<file path="config.mk">
export PLATFORM = sky130hd
export DESIGN_NAME = fxadd3
export DESIGN_NICKNAME = d
export VERILOG_FILES = /design/src/rtl/fxadd_pkg.sv /design/src/rtl/fxadd_fa.sv /design/src/rtl/fxadd_align.sv /design/src/rtl/fxadd_csa.sv /design/src/rtl/fxadd_cpa.sv /design/src/rtl/fxadd3.sv
export SDC_FILE = /design/constraint.sdc
export NUM_CORES = 1
export LEC_CHECK = 0
export ABC_AREA = 1
export BUFFER_PORTS_ARGS = -buffer_cell sky130_fd_sc_hd__clkbuf_2
export CORE_ASPECT_RATIO = 0.75
export CORE_MARGIN = 3
export CORE_UTILIZATION = 42
export DETAILED_ROUTE_END_ITERATION = 6
export PLACE_DENSITY = 0.74
export SLEW_MARGIN = 20
export SYNTH_ARGS = -nofsm -noshare
export SYNTH_HDL_FRONTEND = slang
export SYNTH_SLANG_ARGS = --single-unit
</file>
<file path="constraint.sdc">
create_clock -name clk -period 3.85 [get_ports clk]
set_input_delay 0.5775 -clock clk [delete_from_list [all_inputs] [get_ports clk]]
set_output_delay 0.5775 -clock clk [all_outputs]
set_load 0.01 [all_outputs]
</file>
<file path="src/rtl/fxadd_pkg.sv">
package fxadd_pkg;

    // Operand and result geometry
    parameter int OPD_W    = 5;
    parameter int SUM_W    = 11;
    parameter int SUM_FRAC = 4;

    // Per-operand format
    parameter int X_FRAC = 4;
    parameter int Y_FRAC = 3;
    parameter int Z_FRAC = 0;

    typedef enum logic {
        EXT_ZERO = 1'b0,
        EXT_SIGN = 1'b1
    } ext_mode_e;

    typedef logic [SUM_W-1:0] sum_word_t;

    // Output of the 3:2 reduction; carry already weighted into place
    typedef struct packed {
        sum_word_t part_sum;
        sum_word_t part_carry;
    } csa_pair_t;

    // Output record carried through the optional register
    typedef struct packed {
        logic      valid;
        sum_word_t value;
    } sum_rec_t;

    function automatic logic maj3(input logic a, input logic b, input logic c);
        return (a & b) | (a & c) | (b & c);
    endfunction

    function automatic logic par3(input logic a, input logic b, input logic c);
        return a ^ b ^ c;
    endfunction

endpackage

</file>
<file path="src/rtl/fxadd_fa.sv">
module fxadd_fa (
    input  logic a,
    input  logic b,
    input  logic ci,
    output logic s,
    output logic co
);
    import fxadd_pkg::*;

    always_comb begin
        s  = par3(a, b, ci);
        co = maj3(a, b, ci);
    end
endmodule

</file>
<file path="src/rtl/fxadd_align.sv">
module fxadd_align #(
    parameter int                   IN_W     = 5,
    parameter int                   IN_FRAC  = 4,
    parameter fxadd_pkg::ext_mode_e EXT      = fxadd_pkg::EXT_SIGN,
    parameter int                   OUT_W    = 11,
    parameter int                   OUT_FRAC = 4
) (
    input  logic [IN_W-1:0]  opd,
    output logic [OUT_W-1:0] aligned
);
    import fxadd_pkg::*;

    localparam int SHIFT = OUT_FRAC - IN_FRAC;

    // Fill for bits above the operand's top bit
    logic fill_bit;

    generate
        if (EXT == EXT_SIGN) begin : g_sign
            assign fill_bit = opd[IN_W-1];
        end else begin : g_zero
            assign fill_bit = 1'b0;
        end
    endgenerate

    generate
        for (genvar i = 0; i < OUT_W; i++) begin : g_bit
            if (i < SHIFT) begin : g_low
                assign aligned[i] = 1'b0;
            end else if (i - SHIFT < IN_W) begin : g_mid
                assign aligned[i] = opd[i-SHIFT];
            end else begin : g_high
                assign aligned[i] = fill_bit;
            end
        end
    endgenerate
endmodule

</file>
<file path="src/rtl/fxadd_csa.sv">
module fxadd_csa #(
    parameter int W = 11
) (
    input  logic [W-1:0] a,
    input  logic [W-1:0] b,
    input  logic [W-1:0] c,
    output logic [W-1:0] part_sum,
    output logic [W-1:0] part_carry
);
    // part_carry is already shifted up one place; the top carry is dropped
    assign part_carry[0] = 1'b0;

    generate
        for (genvar i = 0; i < W; i++) begin : g_col
            if (i < W - 1) begin : g_full
                fxadd_fa u_fa (
                    .a  (a[i]),
                    .b  (b[i]),
                    .ci (c[i]),
                    .s  (part_sum[i]),
                    .co (part_carry[i+1])
                );
            end else begin : g_top
                assign part_sum[i] = a[i] ^ b[i] ^ c[i];
            end
        end
    endgenerate
endmodule

</file>
<file path="src/rtl/fxadd_cpa.sv">
module fxadd_cpa #(
    parameter int W = 11
) (
    input  logic [W-1:0] a,
    input  logic [W-1:0] b,
    output logic [W-1:0] total
);
    logic [W-1:0] chain;

    assign chain[0] = 1'b0;

    generate
        for (genvar i = 0; i < W; i++) begin : g_rip
            if (i < W - 1) begin : g_full
                fxadd_fa u_fa (
                    .a  (a[i]),
                    .b  (b[i]),
                    .ci (chain[i]),
                    .s  (total[i]),
                    .co (chain[i+1])
                );
            end else begin : g_top
                // Carry out of the top bit is discarded
                assign total[i] = a[i] ^ b[i] ^ chain[i];
            end
        end
    endgenerate
endmodule

</file>
<file path="src/rtl/fxadd3.sv">
module fxadd3 #(
    parameter int OPD_W    = fxadd_pkg::OPD_W,
    parameter int SUM_W    = fxadd_pkg::SUM_W,
    parameter int SUM_FRAC = fxadd_pkg::SUM_FRAC,
    parameter int X_FRAC   = fxadd_pkg::X_FRAC,
    parameter int Y_FRAC   = fxadd_pkg::Y_FRAC,
    parameter int Z_FRAC   = fxadd_pkg::Z_FRAC,
    parameter bit REG_OUT  = 1'b1
) (
    input  logic             clk,
    input  logic             rst,
    input  logic             in_valid,
    input  logic [OPD_W-1:0] x,
    input  logic [OPD_W-1:0] y,
    input  logic [OPD_W-1:0] z,
    output logic [SUM_W-1:0] result,
    output logic             out_valid
);
    import fxadd_pkg::*;

    logic [SUM_W-1:0] x_al, y_al, z_al;
    logic [SUM_W-1:0] total;
    csa_pair_t        red;
    sum_rec_t         nxt_rec;

    fxadd_align #(
        .IN_W(OPD_W), .IN_FRAC(X_FRAC), .EXT(EXT_SIGN),
        .OUT_W(SUM_W), .OUT_FRAC(SUM_FRAC)
    ) u_align_x (.opd(x), .aligned(x_al));

    fxadd_align #(
        .IN_W(OPD_W), .IN_FRAC(Y_FRAC), .EXT(EXT_SIGN),
        .OUT_W(SUM_W), .OUT_FRAC(SUM_FRAC)
    ) u_align_y (.opd(y), .aligned(y_al));

    fxadd_align #(
        .IN_W(OPD_W), .IN_FRAC(Z_FRAC), .EXT(EXT_ZERO),
        .OUT_W(SUM_W), .OUT_FRAC(SUM_FRAC)
    ) u_align_z (.opd(z), .aligned(z_al));

    fxadd_csa #(.W(SUM_W)) u_csa (
        .a          (x_al),
        .b          (y_al),
        .c          (z_al),
        .part_sum   (red.part_sum),
        .part_carry (red.part_carry)
    );

    fxadd_cpa #(.W(SUM_W)) u_cpa (
        .a     (red.part_sum),
        .b     (red.part_carry),
        .total (total)
    );

    assign nxt_rec.valid = in_valid;
    assign nxt_rec.value = total;

    generate
        if (REG_OUT) begin : g_reg
            sum_rec_t out_q;

            always_ff @(posedge clk) begin
                if (rst) begin
                    out_q <= '0;
                end else begin
                    out_q.valid <= nxt_rec.valid;
                    if (nxt_rec.valid) begin
                        out_q.value <= nxt_rec.value;
                    end
                end
            end

            assign result    = out_q.value;
            assign out_valid = out_q.valid;
        end else begin : g_comb
            assign result    = nxt_rec.value;
            assign out_valid = nxt_rec.valid;
        end
    endgenerate
endmodule

</file>
Word level (Yosys, flattened, before mapping)
Cells that the tools add are included.

Register bits: 12. Input bits: 18. Output and inout port bits: 12. Logic and storage cells: 90.

Bitwise logic cells: 88.

Operator list (count): $and A1 B1 Y1 (37); $xor A1 B1 Y1 (27); $or A1 B1 Y1 (24).

Depth between registers and ports, before layout
Gate-level depths: netlist of the first run.

Depth after elaboration: 24. Depth in mapped cells: 15. Gate-level depth less buffers: 15.

By module
A second synthesis of the first run with hierarchy kept.

Cells, all modules: 149. Area total of the unflattened synthesis: 1226.2 µm².

By module, submodules not included: fxadd3 (times used 1, cells an instance 73, area an instance 485.5 µm², seq. area each 240.2 µm²); fxadd_fa (times used 20, cells an instance 1, area an instance 20.0 µm², seq. area each 0.0 µm²); fxadd_align at u_align_y ... (times used 2, cells an instance 12, area an instance 86.3 µm², seq. area each 0.0 µm²); fxadd_align at u_align_x (times used 1, cells an instance 11, area an instance 82.6 µm², seq. area each 0.0 µm²); fxadd_csa (times used 1, cells an instance 11, area an instance 46.3 µm², seq. area each 0.0 µm²); fxadd_cpa (times used 1, cells an instance 10, area an instance 38.8 µm², seq. area each 0.0 µm²).

Worst setup path after synthesis of the first run
OpenSTA, ideal clock, no wires.

Kind: input -> register. From: input y[1]. To: register g_reg.out_q, in the netlist result[10]. Library setup time: 117 ps. Arrival time: 3763 ps. Required time: 3733 ps. Setup slack: -30 ps. Stages on the path: 15. Path buffers: 0. Cell sequence: ha_1 > ha_1 > inv_1 > fa_1 > inv_1 > fa_1 > fa_1 > fa_1 > fa_1 > fa_1 > fa_1 > nand2_1 > nand2_1 > nor2_1 > nor2_1.

Cells in the longest elaborated chain, start to end: 24. Elaborated cells between the ends (all ways): 33. Classes of those cells: bitwise (33).

Ends and longest elaborated chain: from (decl) (line fxadd3.sv:14) `input logic [OPD_W-1:0] y,`; $xor A1 B1 Y1 (line fxadd_pkg.sv:37) `return a ^ b ^ c;`; $and A1 B1 Y1 (2 in series) (line fxadd_pkg.sv:33) `return (a & b) | (a & c) | (b & c);`; $or A1 B1 Y1 (line fxadd_pkg.sv:33); $or A1 B1 Y1 * (line fxadd_pkg.sv:33); $and A1 B1 Y1 (line fxadd_pkg.sv:33); $or A1 B1 Y1 (line fxadd_pkg.sv:33); $or A1 B1 Y1 * (line fxadd_pkg.sv:33); $and A1 B1 Y1 (line fxadd_pkg.sv:33); [7 not listed]; $or A1 B1 Y1 * (line fxadd_pkg.sv:33); $and A1 B1 Y1 (line fxadd_pkg.sv:33); $or A1 B1 Y1 (line fxadd_pkg.sv:33); $or A1 B1 Y1 * (line fxadd_pkg.sv:33); $and A1 B1 Y1 (line fxadd_pkg.sv:33); $or A1 B1 Y1 (line fxadd_pkg.sv:33); $or A1 B1 Y1 * (line fxadd_pkg.sv:33); $xor A1 B1 Y1 * (line fxadd_cpa.sv:24) `assign total[i] = a[i] ^ b[i] ^ chain[i];`; to (decl) (line fxadd3.sv:60) `sum_rec_t out_q;`.

Every way passes the cells marked *; elsewhere a longest branch is shown, timed or not. A chain may end at the register's enable or synchronous reset.

Worst setup path in the final report of the first run
From: input y[1]. To: register g_reg.out_q, in the netlist result[9].

Cells in the longest elaborated chain, start to end: 21. Elaborated cells between the ends (all ways): 29. Classes of those cells: bitwise (29).

Ends and longest elaborated chain: $xor A1 B1 Y1 (line fxadd_pkg.sv:37); $and A1 B1 Y1 (2 in series) (line fxadd_pkg.sv:33); $or A1 B1 Y1 (line fxadd_pkg.sv:33); $or A1 B1 Y1 * (line fxadd_pkg.sv:33); $and A1 B1 Y1 (line fxadd_pkg.sv:33); $or A1 B1 Y1 (line fxadd_pkg.sv:33); $or A1 B1 Y1 * (line fxadd_pkg.sv:33); $and A1 B1 Y1 (line fxadd_pkg.sv:33); [5 not listed]; $and A1 B1 Y1 (line fxadd_pkg.sv:33); $or A1 B1 Y1 (line fxadd_pkg.sv:33); $or A1 B1 Y1 * (line fxadd_pkg.sv:33); $and A1 B1 Y1 (line fxadd_pkg.sv:33); $or A1 B1 Y1 (line fxadd_pkg.sv:33); $or A1 B1 Y1 * (line fxadd_pkg.sv:33); $xor A1 B1 Y1 * (line fxadd_pkg.sv:37); net total[9] (line fxadd3.sv:22) `logic [SUM_W-1:0] total;`.

The timed path passes the listed nets; every way through them passes the cells marked *.

==> summary.txt, run 1 <==
Outcome: complete, no violations
Critical path peak fanout: 1
Synth top area share: 0.3227
DIE AREA: 0.002319 mm²
Most used routing layer: met2
Setup crit end kind: register
Final min period: 3679 ps
Rel. slew slack: 0.7980
GR Util met2: 0.2358
Worst slew pin tran: 302.7 ps
Synth Instances: 77
DR vias/cell: 4.754
Vias in the first global route: 611
Iteration-0 DRC Markers: 2
CTS Root Cell: clkbuf_4
Post-DP Area: 909.6 µm²
Fraction of registers with async set or reset after synthesis: 0
Gr ovfl total: 0
Most frequent cells after synthesis: nor2_1 (24), dfxtp_1 (12), fa_1 (12), o21ai_1 (8), inv_1 (7)
H-Tree Depth: 1
Grt met1 use: 0.2156
Reg2reg setup slack: 3200 ps
Pleak: 0.4869 nW
Number of synthesized flops with an enable pin: 0
Clk sinks: 12
Via count: 618
DRT Pass-1 Iters: 4
Cell area after layout: 950.9 µm²
Final Skew: 0 ps
Antenna-violating nets left: 0
Core Region: 0.001577 mm²
Row cnt: 12
Wire per inst: 11.83 µm
Critical Path Source Type: input pin
Total power: 361.7 µW
I/O Pins: 30
Ys flop type: dfxtp_1
TritonCTS Buffers: 3
First-pass GRT wire length: 2697 µm
GRT met3 Usage: 0.05338
Starting density of the core: 0.4722
# nets final: 145
Post-CTS Hold Buffers: 0
Global-route usage over all layers: 0.1652
FF-to-FF path depth: 2
RSZ-0062 raised after global routing: no
Crit share post-route: 0.9557
Synth Cell Area: 744.5 µm²
Clock Path Buffers: 2
Syn_area_per_cell: 9.668 µm²
Remaining DRCs: 0
Post-route setup slack: 170.6 ps
Slew Viols, Final: 0
CTS tree: done
Setup Viol. Count Final: 0
Pwr/cell area: 380.3 mW/mm²
Die W: 54.62 µm
Finished Core Util: 0.6032
Top-count cell post-synth: nor2_1
Post-CTS Setup Inserts: 0
Share of layout cells above drive strength 1: 0.3486
Kind of critical path: in2reg
Cell taking the most area after synthesis: dfxtp_1
Initial antenna violation count: 0
Yosys cell types: 11
Latest clock arrival within the worst-skew pair: 280 ps
Max Clk Rate: 271.8 MHz
Layout area overhead: 27.73%
Hold Path Class: in2reg
Hold path cells: 2
Net count after synthesis: 112
Drt total wl: 1538 µm
Final hold vios: 0
GP Congestion: 0.6658
IO Port Bufs: 29
Yosys warns: 0
Ant diodes: 0
Clock-pin slew on the worst setup and hold paths: 90 ps
Largest net degree at the start of global routing: 15
Max Cap Violations: 0
Dpl ws: -248.0 ps
Main area contributors after synthesis: dfxtp_1 (32%), fa_1 (32%), nor2_1 (12%)
Sequential-to-total area share from yosys stat: 0.3227
Critical Path AT: 3910 ps
Detail Placement HPWL: 1264 µm
Die Height: 42.46 µm
VDD IR max: 197.3 µV
Synthesized flop and latch total: 12
WHS: 456.9 ps
Worst Path Required: 4080 ps
Post-CTS sizing: 0
==> kinds of logic after synthesis <==
family,synth area share
buffers and inverters,0.06218
AOI/OAI and AO/OA,0.06723
DFF,0.3227
and+or+nand+nor,0.1412
adders and majority gates,0.4067
==> critical path: stages <==
cell and delay (ps):
clkbuf_2 80, ha_1 280, ha_1 190, inv_1 60, fa_1 160, inv_1 50
fa_1 370, fa_1 390, fa_1 390, fa_2 350, fa_2 350, fa_2 530
nor2_1 50, nor2_1 90
==> layout by cell type (no fill, tap or decap) <==
cell type  Yosys  routed
dfxtp_1       12      12
clkbuf_4       0       3
o21ai_1        8       8
fa_1          12       9
nand2_1        4       4
inv_2          1       1
fa_2           0       3
o21ai_0        2       2
clkbuf_2       0      29
ha_1           5       5
inv_1          7       7
buf_4          0       1
nor2_1        24      24
clkbuf_8       0       1
==> registers in the layout, summed over array words and instances (netlist names) <==
signal,cells
result,11
out_valid,1
==> final cells by class <==
cell class / instances / area, µm²
clock buffer: 4 / 36.28
multi-input combinational: 55 / 465.4
sequential: 12 / 240.2
tap: 21 / 26.28
inverter: 8 / 30.03
fill: 144 / 625.6
timing repair buffer: 30 / 152.6
==> per-layer routing <==
layer	vias up	routed length, µm
li1	301	-
met5	-	0
met3	5	105
met1	291	675
met4	0	34
met2	21	723
==> final timing paths <==
| kind | from | to |
|---|---|---|
| max reg2reg | result[10]$_SDFFE_PP0P_ | result[10]$_SDFFE_PP0P_ |
| max | y[1] | result[9]$_SDFFE_PP0P_ |
| min reg2reg | result[3]$_SDFFE_PP0P_ | result[3]$_SDFFE_PP0P_ |
| min | rst | out_valid$_SDFF_PP0_ |
==> power breakdown <==
part	internal (mW)	switching, mW
clock network	0.0576	0.0471
registers	0.138	0.00785
logic	0.0521	0.0592
==> per-stage QoR <==
step	instances	setup TNS, ps
finish	130	0
global route	130	0
CTS	130	0
detailed placement	126	-442.2
global placement	126	-278.6
floorplan	77	0
(Power assumes the default switching activity.)
==> run 2: changes to the inputs <==
--- a/config.mk
+++ b/config.mk
@@ -11,7 +11,7 @@
 export CORE_MARGIN = 3
 export CORE_UTILIZATION = 42
 export DETAILED_ROUTE_END_ITERATION = 6
-export PLACE_DENSITY = 0.74
+export PLACE_DENSITY = 0.81
 export SLEW_MARGIN = 20
 export SYNTH_ARGS = -nofsm -noshare
 export SYNTH_HDL_FRONTEND = slang
==> summary.txt, run 2 (synthesis gave the netlist of run 1 again) <==
Final min period: 3749 ps (was 3679 ps)
DRT Pass-1 Iters: 4 (unchanged)
Row cnt: 12 (unchanged)
Core Region: 0.001577 mm² (unchanged)
Die Height: 42.46 µm (unchanged)
Clock Path Buffers: 2 (unchanged)
Kind of critical path: in2reg (unchanged)
VDD IR max: 231.5 µV (was 197.3 µV)
TritonCTS Buffers: 3 (unchanged)
Layout area overhead: 27.73% (unchanged)
Filler cell count: 155 (was 144)
Commonest non-fill, non-tap cell in the layout: clkbuf_2 (unchanged)
Slew Viols, Final: 0 (unchanged)
Worst Path Required: 4050 ps (was 4080 ps)
Global-route usage over all layers: 0.1516 (was 0.1652)
Cell area after layout: 950.9 µm² (unchanged)
Clk sinks: 12 (unchanged)
Clock-pin slew on the worst setup and hold paths: 70 ps (was 90 ps)
RSZ-0062 raised after global routing: no (unchanged)
Final Skew: 0 ps (unchanged)
Reg area: 240.2 µm² (unchanged)
Critical path peak fanout: 1 (unchanged)
Number of flip-flops in the largest register: 11 (unchanged)
CTS tree: done (unchanged)
WHS: 476.1 ps (was 456.9 ps)
GP Congestion: 0.7347 (was 0.6658)
Post-route insts no fill: 130 (unchanged)
Post-DP Area: 909.6 µm² (unchanged)
Crit share post-route: 0.9738 (was 0.9557)
Drt total wl: 1509 µm (was 1538 µm)
Pwr/cell area: 375.3 mW/mm² (was 380.3 mW/mm²)
Max Cap Violations: 0 (unchanged)
H-Tree Depth: 1 (unchanged)
Pleak: 0.4869 nW (unchanged)
Most frequent cells in the layout: clkbuf_2 (29), nor2_1 (24), dfxtp_1 (12) (unchanged)
IO Port Bufs: 29 (unchanged)
Via count: 609 (was 618)
Setup crit end kind: register (unchanged)
Die W: 54.62 µm (unchanged)
Post-CTS Hold Buffers: 0 (unchanged)
Latest clock arrival within the worst-skew pair: 260 ps (was 280 ps)
First-pass GRT wire length: 2539 µm (was 2697 µm)
DIE AREA: 0.002319 mm² (unchanged)
Placed cell count: 126 (unchanged)
Largest net degree at the start of global routing: 15 (unchanged)
Multi-input gate area: 465.4 µm² (unchanged)
I/O Pins: 30 (unchanged)
Iteration-0 DRC Markers: 9 (was 2)
Detail Placement HPWL: 1309 µm (was 1264 µm)
Gr ovfl total: 0 (unchanged)
Remaining DRCs: 0 (unchanged)
Share of layout cells above drive strength 1: 0.3486 (unchanged)
Critical Path AT: 3950 ps (was 3910 ps)
Vias in the first global route: 653 (was 611)
Setup Viol. Count Final: 0 (unchanged)
Ant diodes: 0 (unchanged)
Wire per inst: 11.61 µm (was 11.83 µm)
Starting density of the core: 0.4722 (unchanged)
Rel. slew slack: 0.8077 (was 0.7980)
Final hold vios: 0 (unchanged)
Hold Path Class: in2reg (unchanged)
Max Clk Rate: 266.7 MHz (was 271.8 MHz)
Initial antenna violation count: 0 (unchanged)
Worst slew pin tran: 288.2 ps (was 302.7 ps)
Outcome: complete, no violations (unchanged)
DR vias/cell: 4.685 (was 4.754)
# nets final: 145 (unchanged)
CTS Root Cell: clkbuf_4 (unchanged)
Antenna-violating nets left: 0 (unchanged)
Finished Core Util: 0.6032 (unchanged)
Critical Path Source Type: input pin (unchanged)
[run 2: cell counts in the layout (fill, tap and decap cells not counted)]
No cell type changed its count.
[run 2: final timing paths]
kind	start	to	slack (ps)	cells past startpoint
max	y[1]	result[9]$_SDFFE_PP0P_	100	14
min	rst	out_valid$_SDFF_PP0_	480	2
max reg2reg	result[7]$_SDFFE_PP0P_	result[7]$_SDFFE_PP0P_	3220	2
min reg2reg	result[3]$_SDFFE_PP0P_	result[3]$_SDFFE_PP0P_	480	2
[run 2: routing by layer]
| metal | GRT usage | up-vias | routed length [µm] |
|---|---|---|---|
| li1 | - | 301 | - |
| met1 | 0.1778 | 288 | 629 |
| met2 | 0.2547 | 20 | 774 |
| met3 | 0.06050 | 0 | 105 |
| met4 | 0.02985 | 0 | 0 |
| met5 | 0 | - | 0 |
[run 2: power breakdown]
group          internal [mW]  switching, mW
clock network         0.0574         0.0407
registers              0.138        0.00733
logic                 0.0530         0.0606
total                  0.248          0.109
[run 2: worst max-delay path, stage by stage]
cell      delay, ps
clkbuf_2         80
ha_1            280
ha_1            200
inv_1            80
fa_1            170
inv_1            50
fa_1            370
fa_1            380
fa_1            390
fa_2            350
fa_2            350
fa_2            530
nor2_1           40
nor2_1           90
[run 2: area by class of cell]
type / count / area share
multi-input cells: 55 / 0.4895
flip-flops and latches: 12 / 0.2526
repair buffers: 30 / 0.1605
clock buffers: 4 / 0.03816
inverters: 8 / 0.03158
well taps: 21 / 0.02763
[run 2: timing repair]
item,in CTS,in global routing
setup buffers,0,0
gates cloned,0,0
resized for setup,1,1
setup endpoints to repair,1,1
[run 2: through the flow]
step,power [mW],setup TNS [ps],setup slack [ps]
3_5_place_dp,0.2623,-563.6,-311.6
3_3_place_gp,0.2547,-264.9,-144.4
6_report,0.3569,0,101.0
2_1_floorplan,0.2186,0,8.038
5_1_grt,0.3885,0,28.36
4_1_cts,0.3650,0,28.34
